**config.mk**
```make
export PLATFORM = sky130hd
export DESIGN_NAME = step_seq
export DESIGN_NICKNAME = d
export VERILOG_FILES = /design/src/rtl/seq_pkg.sv /design/src/rtl/seq_next.sv /design/src/rtl/seq_enc.sv /design/src/rtl/seq_dec.sv /design/src/rtl/step_seq.sv
export SDC_FILE = /design/constraint.sdc
export NUM_CORES = 1
export LEC_CHECK = 0
export BUFFER_PORTS_ARGS = -buffer_cell sky130_fd_sc_hd__buf_2
export CAP_MARGIN = 0
export CORE_AREA = 2 2 39 41
export CTS_CLUSTER_SIZE = 14
export DETAILED_ROUTE_END_ITERATION = 7
export DIE_AREA = 0 0 41 43
export PLACE_DENSITY = 0.49
export SETUP_SLACK_MARGIN = 0.15
export SYNTH_ARGS = -nofsm -noshare
export SYNTH_HDL_FRONTEND = slang
export SYNTH_HIERARCHICAL = 1
export SYNTH_SLANG_ARGS = --single-unit
```
**constraint.sdc**
```tcl
create_clock -name clk -period 1.5 [get_ports clk]
set_input_delay 0.225 -clock clk [delete_from_list [all_inputs] [get_ports clk]]
set_output_delay 0.225 -clock clk [all_outputs]
set_load 0.005 [all_outputs]
```
**src/rtl/seq_pkg.sv**
```systemverilog
package seq_pkg;
  localparam int ENC_BIN  = 0;
  localparam int ENC_GRAY = 1;
  localparam int ENC_HOT  = 2;

  function automatic logic [31:0] to_gray(input logic [31:0] b);
    return b ^ (b >> 1);
  endfunction

  function automatic logic [31:0] from_gray(input logic [31:0] g);
    logic [31:0] b;
    b[31] = g[31];
    for (int i = 30; i >= 0; i--) b[i] = b[i+1] ^ g[i];
    return b;
  endfunction
endpackage

```
**src/rtl/seq_next.sv**
```systemverilog
module seq_next #(
  parameter int N    = 6,
  parameter int WRAP = 1,
  parameter int IW   = 3
) (
  input  logic [IW-1:0] cur,
  output logic [IW-1:0] nxt
);
  localparam logic [IW-1:0] LAST = IW'(N - 1);

  generate
    if (WRAP != 0) begin : g_cyc
      assign nxt = (cur == LAST) ? '0 : cur + 1'b1;
    end else begin : g_sink
      assign nxt = (cur == LAST) ? LAST : cur + 1'b1;
    end
  endgenerate
endmodule

```
**src/rtl/seq_enc.sv**
```systemverilog
module seq_enc
  import seq_pkg::*;
#(
  parameter int N   = 6,
  parameter int ENC = ENC_BIN,
  parameter int IW  = 3,
  parameter int SW  = 3
) (
  input  logic [IW-1:0] idx,
  output logic [SW-1:0] code
);
  localparam int H   = N / 2;
  localparam int GAP = (1 << IW) - N;

  generate
    if (ENC == ENC_HOT) begin : g_hot
      always_comb begin
        code = '0;
        for (int i = 0; i < SW; i++) code[i] = (32'(idx) == i);
      end
    end else if (ENC == ENC_GRAY) begin : g_gray
      logic [31:0] lin;
      logic [31:0] gv;
      always_comb begin
        lin  = (32'(idx) < H) ? 32'(idx) : 32'(idx) + 32'(GAP);
        gv   = to_gray(lin);
        code = gv[SW-1:0];
      end
    end else begin : g_bin
      assign code = SW'(idx);
    end
  endgenerate
endmodule

```
**src/rtl/seq_dec.sv**
```systemverilog
module seq_dec
  import seq_pkg::*;
#(
  parameter int N   = 6,
  parameter int ENC = ENC_BIN,
  parameter int IW  = 3,
  parameter int SW  = 3
) (
  input  logic [SW-1:0] code,
  output logic [IW-1:0] idx,
  output logic          legal
);
  localparam int H   = N / 2;
  localparam int GAP = (1 << IW) - N;
  localparam int HI  = (1 << IW) - (N - H);

  generate
    if (ENC == ENC_HOT) begin : g_hot
      logic [IW-1:0] acc;
      always_comb begin
        acc = '0;
        for (int i = 0; i < SW; i++)
          if (code[i]) acc = acc | IW'(i);
        legal = $onehot(code);
        idx   = legal ? acc : '0;
      end
    end else if (ENC == ENC_GRAY) begin : g_gray
      logic [31:0] lin;
      always_comb begin
        lin = from_gray(32'(code));
        if (lin < 32'(H)) begin
          legal = 1'b1;
          idx   = IW'(lin);
        end else if (lin >= 32'(HI)) begin
          legal = 1'b1;
          idx   = IW'(lin - 32'(GAP));
        end else begin
          legal = 1'b0;
          idx   = '0;
        end
      end
    end else begin : g_bin
      always_comb begin
        legal = (32'(code) < N);
        idx   = legal ? IW'(code) : '0;
      end
    end
  endgenerate
endmodule

```
**src/rtl/step_seq.sv**
```systemverilog
module step_seq
  import seq_pkg::*;
#(
  parameter int N_STEPS  = 6,
  parameter int ENCODING = ENC_BIN,
  parameter int WRAP     = 1,
  localparam int IW      = (N_STEPS > 2) ? $clog2(N_STEPS) : 1,
  localparam int SW      = (ENCODING == ENC_HOT) ? N_STEPS : IW
) (
  input  logic          clk,
  input  logic          rst,
  input  logic          clr,
  input  logic          adv,
  input  logic          ld_en,
  input  logic [SW-1:0] ld_code,
  output logic [IW-1:0] step_idx,
  output logic          last_o,
  output logic          err_o
);
  logic [SW-1:0] state_q;
  logic [SW-1:0] first_code;
  logic [SW-1:0] next_code;
  logic [IW-1:0] cur_idx;
  logic [IW-1:0] nxt_idx;
  logic          legal;

  seq_dec #(.N(N_STEPS), .ENC(ENCODING), .IW(IW), .SW(SW)) dec_i (
    .code (state_q),
    .idx  (cur_idx),
    .legal(legal)
  );

  seq_next #(.N(N_STEPS), .WRAP(WRAP), .IW(IW)) nxt_i (
    .cur(cur_idx),
    .nxt(nxt_idx)
  );

  seq_enc #(.N(N_STEPS), .ENC(ENCODING), .IW(IW), .SW(SW)) enc_next_i (
    .idx (nxt_idx),
    .code(next_code)
  );

  seq_enc #(.N(N_STEPS), .ENC(ENCODING), .IW(IW), .SW(SW)) enc_first_i (
    .idx ('0),
    .code(first_code)
  );

  always_ff @(posedge clk) begin
    if (rst)                state_q <= first_code;
    else if (ld_en)         state_q <= ld_code;
    else if (clr || !legal) state_q <= first_code;
    else if (adv)           state_q <= next_code;
  end

  assign step_idx = cur_idx;
  assign last_o   = legal && (cur_idx == IW'(N_STEPS - 1));
  assign err_o    = !legal;
endmodule

```
==> reports/results.tsv <==
stage	metric	value	unit
worst_setup_path	Crit. End Element	flop	
cells_and_area	Design Area, Final	432.9	sq um
worst_setup_path	crit path DAT	1.51	ns
floorplanning	Chip Height	43	um
power	internal cell power	0.0002827	W
synth	synth warn	6	
cells_and_area	diodes inserted	0	
global_route	vias in the first global route	208	
worst_setup_path	critical path class	reg -> reg	
global_route	antenna violations before repair	0	
routing	Routed WL per cell	9.176	um
cells_and_area	post-route insts no fill	68	
floorplanning	I/O pins	13	
timing	f_max	653.9	MHz
worst_setup_path	CP Capture Point	state_q[0]$_DFFE_PP_	
clock_network	CTS buffer count	3	
place	dpl ws	-0.01406	ns
floorplanning	die area	1763	sq um
timing	Fin. Hold Viols	0	
cells_and_area	Biggest register	state_q	
power	net switching power	0.0001064	W
power	Pwr Density	898.6	nW/um^2
floorplanning	total core area	1384	sq um
cells_and_area	largest registers	state_q: 3 flops	
worst_setup_path	worst setup path startpoint	state_q[1]$_DFFE_PP_	
global_route	first-pass GRT wire length	814	um
synth	sequential area share after synthesis	29.63	%
routing	Pre-antenna DRT Iters	2	
worst_setup_path	Worst Setup Start Kind	flop	
synth	Seq cells post-synth	3	
timing	Slew Limit Fails	0	
cells_and_area	fillcell total	151	
timing	post-route setup slack	-0.02925	ns
routing	DRC viols	0	
cells_and_area	share of cells above drive strength 1	51.92	%
floorplanning	Initial Util	21.97	%
place	Post-DP Area	376.6	sq um
routing	DR iter-0 viols	4	
run	max-capacitance violation count	0	
outcome	failing checks	negative setup slack	
global_route	grt ovf	0	
routing	Total Wirelength	624	um
timing	# setup viols final	3	
power	Reg power frac	28.7	%
min_path	Hold WC Path Type	in -> reg	
worst_setup_path	reg2reg path depth	3	
clock_network	CTS tree	done	
clock_network	hold_buf cts	0	
worst_setup_path	FF-to-FF setup slack	-0.03	ns
outcome	outcome	finished with violations	
worst_setup_path	Worst R2R Start	state_q[1]$_DFFE_PP_	
timing	Hold Slack	0.3141	ns
power	peak supply drop	0.3853	mV
clock_network	H-tree depth	1	
timing	clk_skew	0.001007	ns
power	P_leak	0.2136	nW
cells_and_area	fin nets	61	
global_route	GR Util All Layers	7.164	%
worst_setup_path	RR Endpoint	state_q[0]$_DFFE_PP_	
clock_network	Worst-path clk slew	0.03	ns
place	port bufs	12	
synth	Cell variety after synth	17	
place	gpl congestion	0.6903	
synth	Syn Inst Count	36	
routing	Antenna Nets Post-Route	0	
place	placed cell count	63	
clock_network	clock latency at the later pin of the worst-skew pair	0.23	ns
timing	post-route setup TNS	-0.08656	ns
clock_network	clock sinks	3	
floorplanning	chip width	41	um
timing	Min Clock Period, post-route	1.529	ns
synth	syn avg cell area	8.446	sq um
cells_and_area	Area Growth Syn to Fin	42.39	%
clock_network	largest buffer count on any clock path	2	
routing	Vias	281	
synth	post-synthesis cell area	304.0	sq um
timing	Tcrit/Tclk final	101.9	%
clock_network	CTS Root Cell	clkbuf_4	
power	switching share of power	27.34	%
global_route	largest net degree at the start of global routing	7	
worst_setup_path	critical path fanouts, max	4	
power	Logic pwr share	36.5	%
power	clock power share	34.8	%
cells_and_area	max reg flops	3	
place	DP HPWL	480.8	um
routing	vias per cell	4.132	
timing	RSZ-0062 raised after global routing	true	
worst_setup_path	Worst Path Required	1.48	ns
floorplanning	Site Rows	14	
==> per-stage QoR <==
| stage | total power (W) | utilization (%) |
|---|---|---|
| 6_report | 0.0003890 | 31.28 |
| 5_1_grt | 0.0004184 | 31.28 |
| 4_1_cts | 0.0003855 | 29.84 |
| 3_5_place_dp | 0.0002370 | 27.22 |
| 3_3_place_gp | 0.0002368 | 27.22 |
| 2_1_floorplan | 0.0002089 | - |
==> worst min-delay path by stage <==
stage | endpoint | startpoint | depth (start not counted) | slack (ns)
6_report | state_q[1]$_DFFE_PP_ | adv | 2 | 0.31
5_1_grt | state_q[2]$_DFFE_PP_ | adv | 2 | 0.31
4_1_cts | state_q[2]$_DFFE_PP_ | adv | 2 | 0.31
3_5_place_dp | state_q[2]$_DFFE_PP_ | adv | 2 | 0.55
3_3_place_gp | state_q[2]$_DFFE_PP_ | adv | 2 | 0.55
2_1_floorplan | state_q[0]$_DFFE_PP_ | adv | 1 | 0.46
==> synthesized netlist by cell type <==
cell,number,area (sq um)
mux2i_1,1,10.01
or3_1,1,6.260
a21oi_1,3,15.01
edfxtp_1,3,90.09
or3b_1,1,8.760
nand2b_1,1,6.260
nor2b_1,2,12.51
buf_4,6,45.04
nor3b_2,1,12.51
o22ai_1,6,37.54
and2b_2,1,8.760
and4b_1,1,10.01
a21o_1,1,7.510
nand2_1,2,7.510
conb_1,1,3.750
a21boi_0,1,7.510
inv_1,4,15.01
==> critical path: stages, from the launching register on <==
cell,delay (ns)
edfxtp_1,0.42
nand2_1,0.10
or3b_4,0.40
or3_4,0.36
==> logic make-up (layout without fill, tap and decap cells) <==
family / after synthesis / in the layout / share of synthesized area (%)
buf+inv: 10 / 24 / 19.75
flops: 3 / 3 / 29.63
simple gates: 10 / 10 / 23.87
other cells: 1 / 3 / 1.233
mux: 1 / 1 / 3.292
compound gates: 11 / 11 / 22.22
==> layout make-up <==
| type | count | area (sq um) | area share (%) |
|---|---|---|---|
| Clock buffer | 4 | 26.28 | 6.069 |
| Inverter | 4 | 15.01 | 3.468 |
| Multi-Input combinational cell | 25 | 191.4 | 44.22 |
| Sequential cell | 3 | 90.09 | 20.81 |
| Tap cell | 16 | 20.02 | 4.624 |
| Timing Repair Buffer | 16 | 90.09 | 20.81 |
==> routing by layer <==
layer / GRT usage, % / vias to the layer above / routed length (um)
li1: - / 152 / -
met1: 10.13 / 118 / 312
met2: 9.688 / 11 / 276
met3: 3.141 / 0 / 34
met4: 2.000 / 0 / 0
met5: 0 / - / 0
==> what timing repair did <==
action | 4_1_cts | 5_1_grt
hold endpoints to repair | 0 | 0
endpoints found under the setup margin | 8 | 8
setup buffers | 0 | 1
gates resized for setup | 2 | 3
pin swaps | 2 | 0
cloned | 0 | 0
==> power by group through the flow <==
stage	registers (W)	logic, W	clock network, W
4_1_cts	0.000111	0.000130	0.000144
5_1_grt	0.000113	0.000156	0.000149
3_5_place_dp	0.000112	0.000125	0
3_3_place_gp	0.000112	0.000125	0
6_report	0.000112	0.000142	0.000136
2_1_floorplan	0.000111	0.0000977	0
==> placed cells by master, fill, tap and decap left out <==
cell	synthesis	routed
clkbuf_4	0	3
and4b_1	1	1
a21o_1	1	1
a21boi_1	0	1
inv_1	4	4
nand2_1	2	2
and2b_2	1	1
mux2i_1	1	1
buf_2	0	12
o22ai_4	0	1
or3_4	0	1
a21oi_2	0	1
o22ai_1	6	5
nand2b_1	1	1
edfxtp_1	3	3
conb_1	1	3
nor2b_2	0	2
a21oi_1	3	2
nor3b_2	1	1
clkbuf_1	0	1
buf_4	6	4
or3b_4	0	1
Note: power is estimated with default switching activity, not from simulation.
